<file path="config.mk">
export PLATFORM = sky130hd
export DESIGN_NAME = hdr_log_queue
export DESIGN_NICKNAME = d
export VERILOG_FILES = /design/src/rtl/hlq_pkg.sv /design/src/rtl/hlq_ctrl.sv /design/src/rtl/hlq_dp.sv /design/src/rtl/hdr_log_queue.sv
export SDC_FILE = /design/constraint.sdc
export NUM_CORES = 2
export LEC_CHECK = 0
export BUFFER_PORTS_ARGS = -buffer_cell sky130_fd_sc_hd__buf_2
export CAP_MARGIN = 40
export CELL_PAD_IN_SITES_DETAIL_PLACEMENT = 1
export CELL_PAD_IN_SITES_GLOBAL_PLACEMENT = 1
export CORE_MARGIN = 4
export CORE_UTILIZATION = 30
export DETAILED_ROUTE_END_ITERATION = 7
export GPL_ROUTABILITY_DRIVEN = 0
export PLACE_DENSITY = 0.57
export SYNTH_ARGS = -nofsm -noshare
export SYNTH_HDL_FRONTEND = slang
export SYNTH_HIERARCHICAL = 1
export SYNTH_SLANG_ARGS = --single-unit
</file>
<file path="constraint.sdc">
create_clock -name clk -period 26.9 [get_ports clk]
set_clock_uncertainty 0.2 [all_clocks]
set_input_delay 1.345 -clock clk [delete_from_list [all_inputs] [get_ports clk]]
set_output_delay 1.345 -clock clk [all_outputs]
set_load 0.05 [all_outputs]
</file>
<file path="src/rtl/hlq_pkg.sv">
package hlq_pkg;
  parameter int HLQ_SW = 32;
  parameter int HLQ_DW = 32;
  parameter int HLQ_ND = 4;
  localparam int HLQ_PW = $clog2(HLQ_SW);
  localparam int HLQ_LW = HLQ_DW * HLQ_ND;
  localparam int HLQ_BPD = HLQ_DW / 8;

  typedef struct packed {
    logic [HLQ_SW-1:0] status;
    logic              hdrValid;
    logic              pfxPresent;
    logic [HLQ_LW-1:0] hdr;
    logic [HLQ_LW-1:0] pfx;
  } hlqRec_t;

  typedef struct packed {
    logic push;
    logic pop;
    logic flush;
    logic drop;
    logic loadIn;
    logic loadHead;
    logic clearLog;
    logic reassert;
    logic applyWr;
    logic mergeIn;
  } hlqCtl_t;

  function automatic logic [HLQ_PW-1:0] lowestBit(input logic [HLQ_SW-1:0] s);
    lowestBit = '0;
    for (int i = HLQ_SW - 1; i >= 0; i--) begin
      if (s[i]) lowestBit = HLQ_PW'(i);
    end
  endfunction

  function automatic logic [HLQ_LW-1:0] swapDwords(input logic [HLQ_LW-1:0] x);
    swapDwords = '0;
    for (int d = 0; d < HLQ_ND; d++) begin
      for (int b = 0; b < HLQ_BPD; b++) begin
        swapDwords[d*HLQ_DW + 8*b +: 8] = x[d*HLQ_DW + 8*(HLQ_BPD-1-b) +: 8];
      end
    end
  endfunction
endpackage

</file>
<file path="src/rtl/hlq_ctrl.sv">
module hlq_ctrl
  import hlq_pkg::*;
#(
  parameter int DEPTH = 4,
  localparam int CW = $clog2(DEPTH + 1)
) (
  input  logic              recValid,
  input  logic              swWrValid,
  input  logic [HLQ_SW-1:0] swWrData,
  input  logic              mhrEnable,
  input  logic [HLQ_SW-1:0] statusReg,
  input  logic [HLQ_PW-1:0] fep,
  input  logic [CW-1:0]     count,
  output hlqCtl_t           ctl
);
  logic [HLQ_SW-1:0] afterWr;
  logic ptrHeld, queueFull, queueEmpty;

  assign afterWr    = statusReg & ~swWrData;
  assign ptrHeld    = afterWr[fep];
  assign queueFull  = (count == CW'(DEPTH));
  assign queueEmpty = (count == '0);

  always_comb begin
    ctl = '0;
    if (swWrValid) begin
      ctl.applyWr = 1'b1;
      if (!ptrHeld) begin
        if (mhrEnable && !queueEmpty) begin
          ctl.reassert = 1'b1;
          ctl.pop      = 1'b1;
          ctl.loadHead = 1'b1;
        end else begin
          ctl.clearLog = 1'b1;
        end
      end else if (mhrEnable) begin
        ctl.reassert = 1'b1;
      end else begin
        ctl.flush = 1'b1;
      end
    end else if (recValid) begin
      ctl.mergeIn = 1'b1;
      if (mhrEnable && statusReg[fep]) begin
        if (queueFull) ctl.drop = 1'b1;
        else           ctl.push = 1'b1;
      end else begin
        ctl.loadIn = 1'b1;
      end
    end
  end
endmodule

</file>
<file path="src/rtl/hlq_dp.sv">
module hlq_dp
  import hlq_pkg::*;
#(
  parameter int DEPTH = 4,
  localparam int CW = $clog2(DEPTH + 1),
  localparam int AW = (DEPTH > 1) ? $clog2(DEPTH) : 1
) (
  input  logic              clk,
  input  logic              rstN,
  input  hlqCtl_t           ctl,
  input  hlqRec_t           rec,
  input  logic [HLQ_SW-1:0] swWrData,
  input  logic              pfxEnable,
  output logic [HLQ_SW-1:0] statusReg,
  output logic [HLQ_PW-1:0] fep,
  output logic [HLQ_LW-1:0] hdrLog,
  output logic [HLQ_LW-1:0] pfxLog,
  output logic              pfxLogged,
  output logic              ovfl,
  output logic [CW-1:0]     count
);
  hlqRec_t           headRec, srcRec;
  logic [HLQ_SW-1:0] queuedOr, nextStatus;
  logic              usePfx;

  if (DEPTH > 0) begin : g_fifo
    hlqRec_t        mem [DEPTH];
    logic [AW-1:0]  head, tail;
    logic [CW-1:0]  cnt;

    assign headRec = mem[head];
    assign count   = cnt;

    always_comb begin
      queuedOr = '0;
      for (int k = 0; k < DEPTH; k++) begin
        if (CW'(k) < cnt) queuedOr |= mem[AW'((int'(head) + k) % DEPTH)].status;
      end
    end

    always_ff @(posedge clk) begin
      if (!rstN) begin
        head <= '0;
        tail <= '0;
        cnt  <= '0;
      end else if (ctl.flush) begin
        head <= '0;
        tail <= '0;
        cnt  <= '0;
      end else if (ctl.push) begin
        mem[tail] <= rec;
        tail      <= (tail == AW'(DEPTH - 1)) ? '0 : tail + 1'b1;
        cnt       <= cnt + 1'b1;
      end else if (ctl.pop) begin
        head <= (head == AW'(DEPTH - 1)) ? '0 : head + 1'b1;
        cnt  <= cnt - 1'b1;
      end
    end
  end else begin : g_nofifo
    assign headRec  = '0;
    assign count    = '0;
    assign queuedOr = '0;
  end

  assign srcRec = ctl.loadHead ? headRec : rec;
  assign usePfx = srcRec.pfxPresent && pfxEnable;

  always_comb begin
    nextStatus = statusReg;
    if (ctl.applyWr) begin
      nextStatus = statusReg & ~swWrData;
      if (ctl.reassert) nextStatus |= queuedOr;
    end else if (ctl.mergeIn) begin
      nextStatus = statusReg | rec.status;
    end
  end

  always_ff @(posedge clk) begin
    if (!rstN) begin
      statusReg <= '0;
      fep       <= '0;
      hdrLog    <= '0;
      pfxLog    <= '0;
      pfxLogged <= 1'b0;
      ovfl      <= 1'b0;
    end else begin
      statusReg <= nextStatus;
      ovfl      <= ctl.drop;
      if (ctl.loadIn || ctl.loadHead) begin
        fep       <= lowestBit(srcRec.status);
        hdrLog    <= srcRec.hdrValid ? swapDwords(srcRec.hdr) : '0;
        pfxLog    <= usePfx ? swapDwords(srcRec.pfx) : '0;
        pfxLogged <= usePfx;
      end else if (ctl.clearLog) begin
        fep       <= '0;
        hdrLog    <= '0;
        pfxLog    <= '0;
        pfxLogged <= 1'b0;
      end
    end
  end

  // occupancy never exceeds the depth
  p_count_bound_r5: assert property (@(posedge clk) disable iff (!rstN)
    count <= CW'(DEPTH));

  // a queued record grows the queue and leaves the logs alone
  p_push_hidden_r5: assert property (@(posedge clk) disable iff (!rstN)
    ctl.push |=> (count == CW'($past(count) + 1'b1)) && $stable(hdrLog) && $stable(fep));

  // a dropped record raises the pulse and leaves the count
  p_no_overflow_loss_r6: assert property (@(posedge clk) disable iff (!rstN)
    ctl.drop |=> ovfl && $stable(count));

  // promotion removes exactly one entry
  p_pop_shrinks_r7: assert property (@(posedge clk) disable iff (!rstN)
    ctl.pop |=> count == CW'($past(count) - 1'b1));

  // clearing empties every log field
  p_clear_logs_r8: assert property (@(posedge clk) disable iff (!rstN)
    ctl.clearLog |=> (fep == '0) && !pfxLogged && (hdrLog == '0) && (pfxLog == '0));

  // a flush leaves an empty queue
  p_flush_empty_r10: assert property (@(posedge clk) disable iff (!rstN)
    ctl.flush |=> count == '0);
endmodule

</file>
<file path="src/rtl/hdr_log_queue.sv">
module hdr_log_queue
  import hlq_pkg::*;
#(
  parameter int DEPTH = 4,
  localparam int CW = $clog2(DEPTH + 1)
) (
  input  logic              clk,
  input  logic              rstN,
  input  logic              recValid,
  input  logic [HLQ_SW-1:0] recStatus,
  input  logic              recHdrValid,
  input  logic              recPfxPresent,
  input  logic [HLQ_LW-1:0] recHdr,
  input  logic [HLQ_LW-1:0] recPfx,
  input  logic              mhrEnable,
  input  logic              pfxEnable,
  input  logic              swWrValid,
  input  logic [HLQ_SW-1:0] swWrData,
  output logic [HLQ_SW-1:0] uncorStatus,
  output logic [HLQ_PW-1:0] firstErrPtr,
  output logic [HLQ_LW-1:0] hdrLog,
  output logic [HLQ_LW-1:0] pfxLog,
  output logic              pfxLogged,
  output logic              overflowPulse,
  output logic [CW-1:0]     queueCount,
  output logic              mhrCapable
);
  hlqCtl_t ctl;
  hlqRec_t rec;

  assign rec = '{status: recStatus, hdrValid: recHdrValid, pfxPresent: recPfxPresent,
                 hdr: recHdr, pfx: recPfx};
  assign mhrCapable = (DEPTH > 0);

  hlq_ctrl #(.DEPTH(DEPTH)) u_ctrl (
    .recValid (recValid),
    .swWrValid(swWrValid),
    .swWrData (swWrData),
    .mhrEnable(mhrEnable),
    .statusReg(uncorStatus),
    .fep      (firstErrPtr),
    .count    (queueCount),
    .ctl      (ctl)
  );

  hlq_dp #(.DEPTH(DEPTH)) u_dp (
    .clk      (clk),
    .rstN     (rstN),
    .ctl      (ctl),
    .rec      (rec),
    .swWrData (swWrData),
    .pfxEnable(pfxEnable),
    .statusReg(uncorStatus),
    .fep      (firstErrPtr),
    .hdrLog   (hdrLog),
    .pfxLog   (pfxLog),
    .pfxLogged(pfxLogged),
    .ovfl     (overflowPulse),
    .count    (queueCount)
  );
endmodule

</file>
# --- After elaboration in Yosys (flattened, before gate mapping) ---
# Memories as Yosys holds them, arrays and structs flattened. A register that Yosys moved wholly into a read port is not among the register bits.
# Cells that the tools add are included.
totals:
  regBits: 302
  ram_bits: 1160
  inputBits: 328
  out_inout_bits: 299
  word_cells: 131
  mem_count: 1
mem_list:
  columns: ["name", "depth", "word_bits", "read_ports", "rd_ports_with_merged_regs", "wr", "line", "rtl"]
  rows:
  - ["u_dp.g_fifo.mem", 4, 290, 4, 1, 1, "hlq_dp.sv:27", "hlqRec_t mem [DEPTH];"]
classes:
  n_addsub: 7
  order_cmp: 5
  n_eq_ne: 3
  muxes: 83
  n_bitwise: 11
  reduce_logical: 12
op_table:
  columns: ["cell", "count"]
  rows:
  - ["$mux W128", 5]
  - ["$mux W290", 1]
  - ["$mux W32", 7]
  - ["$mux W5", 34]
  - ["$or A32 B32 Y32", 5]
  - ["$and A32 B32 Y32", 1]
  - ["$not A32 Y32", 1]
  - ["$mux W1", 25]
  - ["$mux W2", 6]
  - ["$bmux W1 S5", 2]
  - ["$add A2 B1 Y2 const B", 3]
  - ["$lt A1 B3 Y1 const A", 2]
  - ["$lt A2 B3 Y1 const A", 2]
  - ["$lt A5 B6 Y1 const B", 1]
  - ["$mux W3", 2]
  - ["$reduce_bool A2 Y1", 3]
  - ["$add A2 B2 Y2 const B", 2]
  - ["$eq A2 B2 Y1 const B", 2]
  - ["$mux W4", 1]
  - ["$not A1 Y1", 4]
  - ["$reduce_or A4 Y1", 1]
  - ["$add A3 B1 Y3 const B", 1]
  - ["$eq A3 B3 Y1 const B", 1]
  - ["$logic_and A1 B1 Y1", 3]
  - ["6 further kinds", 6]

# --- Logic depth before layout (Yosys ltp) ---
logic_depth:
  word_depth: 40
  mapped_depth: 18

# --- By module ---
# Netlist, hierarchy kept.
by_module_without_submodules:
  columns: ["module", "instances", "cells_per_inst", "area_per_inst_um2"]
  rows:
  - ["hlq_dp", 1, 3528, 58880.2]
  - ["hlq_ctrl", 1, 108, 907.1]
  - ["hdr_log_queue", 1, 2, 11.3]

# --- Least setup slack after synthesis ---
# Ideal clock, no wire load.
synth_path:
  kind: "input port to flip-flop"
  from: "input swWrData[8]"
  to: "memory u_dp/g_fifo.mem[0][0] in the netlist's numbering, enable pin"
  setup_ps: 690
  arrival_ps: 9190
  required_ps: 26010
  setup_slack_ps: 16820
  stages: 7
  path_buffers: 0
  path_cell_list: "nor4b_1 > or4b_1 > o221ai_1 > nor4_2 > o211a_1 > nor2b_1 > and3_1"
synth_lines:
  columns: ["item", "line", "rtl"]
  rows:
  - ["from (decl)", "hdr_log_queue.sv:18", "input logic [HLQ_SW-1:0] swWrData,"]
  - ["to (decl)", "hlq_dp.sv:27", null]

==> run metrics <==
status completed; Rel. slew slack between 20 and 25%; DP Area approximately 0.066 mm²; post-CTS setup buffers 0; Cell Pwr Density 70.5 mW/mm²; hpwl dp 106 mm; synthesis-to-finish area growth 19.7%; CTS clk-pin slew, worst paths 0.06 ns; filler instances 20300; GRT overflow 0; Required @ worst endpoint about 27 ns; largest net degree at the start of global routing 168; WHS Path Cells 2; Routed wire per std cell roughly 25 µm; Pleak 23.6 nW; period utilization 21.9%; Worst R2R Path Depth 11; Min-Delay Path Class reg2reg; nets 4581; Num CTS Buffers 169; FFs w/ async S/R, synth 0%; die footprint 0.207 mm²; row cnt 163; Crit Reg-Reg Endpoint u_dp/g_fifo.mem[0][51]; via count about 35000; post-route ant nets 0; clk_lat worst skew 0.82 ns; Arr. time, crit path 6.16 ns; Hold Vio Cnt, Final 0; Initial Util 30.2%; CTS Hold Bufs 0; I/O Buffers around 630; Clock Sinks 1464; vias in the first global route 37000; critical path type reg2reg; ratio of cells with drive above 1 in the final layout around 29%; drt total wl around 170 mm; worst-margin pin slew 1.13 ns; RSZ-0062 raised after global routing false; R2R Setup Slk 21.02 ns; final-report max-slew violation count 0; combinational power share between 6 and 7%; Longest Clk Path Bufs 3; global-route wire length before repair 255 mm; Initial DRC Count between 2000 and 2500; Syn Area/Cell about 16 µm²; fin crit period 5.88 ns; worst vdd ir about 0.057 mV; Fmax around 170 MHz; Ports 627; sequential share of power between 40% and 50%; drt pass-1 iters 6; CP Capture Type flip-flop; CTS resizes 0; Int Pwr 3.86 mW; synth unique cells 77; NetSw 1.18 mW; CP startpoint kind flip-flop; hold path start u_dp/pfxLogged; post-synthesis cell area about 0.060 mm²; Seq/Total Area, Yosys 68.4%; reg2reg start u_dp/fep[2]; Die Wd 454 µm; post-route cell area 0.0716 mm²; Synth Flop Type edfxtp_1; Syn Inst Count approximately 3600; DR DRC count 0; sw frac 23.4%; clock network power share roughly 45%; TNS Setup 0 ns; Vias/cell 4.99; die height roughly 450 µm; end of the worst hold path u_dp/pfxLogged; core area roughly 0.2 mm²; syn_nets 3973; # Max-Cap Violations 0; highest net fanout along the worst path 43; Clock Tree Root clkbuf_16; Seq cells post-synth 1464; Final setup viols 0; H-Tree Depth 4; GRT Total Usage 16.5%; CTS tree built; antenna violations before repair 73; Post-synth EDFFs 1160; Synth Warn # 6
[placed cells by master, fill, tap and decap left out, types with 52 or more instances in the layout]
| cell type | instances |
|---|---|
| edfxtp_1 | 1160 |
| o21ai_0 | 272 |
| clkbuf_16 | 171 |
| nand2_1 | 311 |
| buf_2 | 624 |
| mux4_2 | 323 |
| clkbuf_1 | 52 |
| mux2i_1 | 275 |
| and2_1 | 261 |
| dfxtp_1 | 301 |
[worst max-delay path, cell delays in order, from the launching register on]
cell	delay (ns)
dfxtp_1	0.85
nor2b_1	0.42
o311ai_2	0.20
o221ai_1	0.25
nor4_2	0.11
o211a_1	0.30
nor2b_1	0.28
and3_4	0.74
buf_4	0.69
buf_4	0.62
buf_4	0.41
buf_16	0.30
[per-stage QoR]
| step | worst slack, ns | util [%] | power, mW | hold slack, ns | cells |
|---|---|---|---|---|---|
| after floorplan | 16.82 | - | 2.71 | 0.314 | 3638 |
| after global placement | 20.35 | 33.1 | 2.84 | 0.253 | 6694 |
| after detailed placement | 20.47 | 33.4 | 2.86 | 0.262 | 6715 |
| after CTS | 20.94 | 36.1 | 5.13 | 0.270 | 7031 |
| after global routing | 20.64 | 36.2 | 5.25 | 0.319 | 7043 |
| final | 21.02 | 36.2 | 5.05 | 0.269 | 7052 |
[cells by family (layout without fill, tap and decap cells)]
group | after synthesis | in the layout | synth area share [%]
and+or+nand+nor | 760 | 760 | 6.47
other | 1 | 22 | 0.00627
buffers and inverters | 277 | 1030 | 2.23
AOI/OAI and AO/OA | 522 | 522 | 5.68
xor gates and xnor gates | 2 | 2 | 0.0293
muxes | 605 | 605 | 17.0
DFF | 1464 | 1464 | 68.4
adders and majority gates | 7 | 7 | 0.146
[flip-flops by register name (all words and copies together) (netlist names), named ones only]
register,flops
u_dp/g_fifo.mem,1160
u_dp/hdrLog,128
u_dp/pfxLog,128
u_dp/statusReg,32
u_dp/fep,5
u_dp/count,3
u_dp/g_fifo.head,2
u_dp/g_fifo.tail,2
u_dp/ovfl,1
u_dp/pfxLogged,1
[power by group through the flow]
| stage | clock network, mW | registers (mW) | logic (mW) |
|---|---|---|---|
| 6_report | 2.24 | 2.47 | 0.334 |
| 5_1_grt | 2.42 | 2.47 | 0.363 |
| 4_1_cts | 2.32 | 2.47 | 0.341 |
| 2_1_floorplan | 0 | 2.56 | 0.158 |
| 3_3_place_gp | 0 | 2.52 | 0.327 |
| 3_5_place_dp | 0 | 2.52 | 0.340 |
[cell type report]
class / instances / area, µm² / area share, %
Antenna cell: 21 / 52.6 / 0.0734
Clock buffer: 243 / 4750 / 6.64
Clock inverter: 73 / 721 / 1.01
Inverter: 25 / 93.8 / 0.131
Multi-Input combinational cell: 1897 / 17600 / 24.6
Sequential cell: 1464 / 40900 / 57.2
Tap cell: 2640 / 3300 / 4.62
Timing Repair Buffer: 689 / 4110 / 5.74
[Yosys cell counts (3+ instances only)]
master / instances / area [µm²]
a32oi_1: 5 / 43.8
nor2_1: 44 / 165
inv_1: 25 / 93.8
nand2b_1: 8 / 50.1
dfxtp_1: 304 / 6090
nand3_1: 8 / 40.0
a21oi_1: 47 / 235
mux2_2: 3 / 33.8
a221o_1: 31 / 310
a21boi_0: 3 / 22.5
and3_1: 6 / 37.5
a2111oi_0: 4 / 35.0
nor3b_1: 5 / 37.5
edfxtp_1: 1160 / 34800
a222oi_1: 31 / 310
o31ai_1: 5 / 37.5
buf_6: 7 / 78.8
a211o_1: 5 / 43.8
a211oi_1: 6 / 45.0
nand2_1: 312 / 1170
or3_1: 11 / 68.8
mux2i_1: 275 / 2750
nand3b_1: 4 / 30.0
buf_1: 7 / 26.3
o221ai_1: 4 / 35.0
a22oi_1: 37 / 278
buf_2: 80 / 400
mux4_2: 323 / 7270
o21ai_0: 272 / 1360
o311a_1: 3 / 30.0
nor2b_1: 52 / 325
and2_1: 261 / 1630
ha_1: 7 / 87.6
nor3_1: 33 / 165
o211ai_1: 3 / 22.5
buf_4: 27 / 203
a31oi_1: 4 / 25.0
clkbuf_1: 128 / 480
a221oi_1: 35 / 307
mux4_1: 4 / 105
[per-layer routing]
metal	vias to the layer above	routed length [µm]	global-route usage (%)	part of all wire, %
met3	312	10100	3.90	5.8
met1	18300	73400	21.3	42
li1	15500	-	-	-
met5	-	215	0	0.12
met4	30	3950	4.59	2.3
met2	951	86300	27.7	50
[how the worst max path moves through the flow]
stage / to / slack, ns / startpoint / cells after the start
after floorplan: u_dp/g_fifo.mem[0][0] / 16.82 / swWrData[8] / 7
after global routing: u_dp/hdrLog[121] / 20.64 / u_dp/fep[2] / 13
after CTS: u_dp/hdrLog[2] / 20.94 / u_dp/fep[2] / 13
after detailed placement: u_dp/hdrLog[6] / 20.47 / swWrData[8] / 14
final: u_dp/g_fifo.mem[0][51] / 21.02 / u_dp/fep[2] / 11
after global placement: u_dp/pfxLog[43] / 20.35 / swWrData[8] / 14
Power figures use the tool's default switching activity.
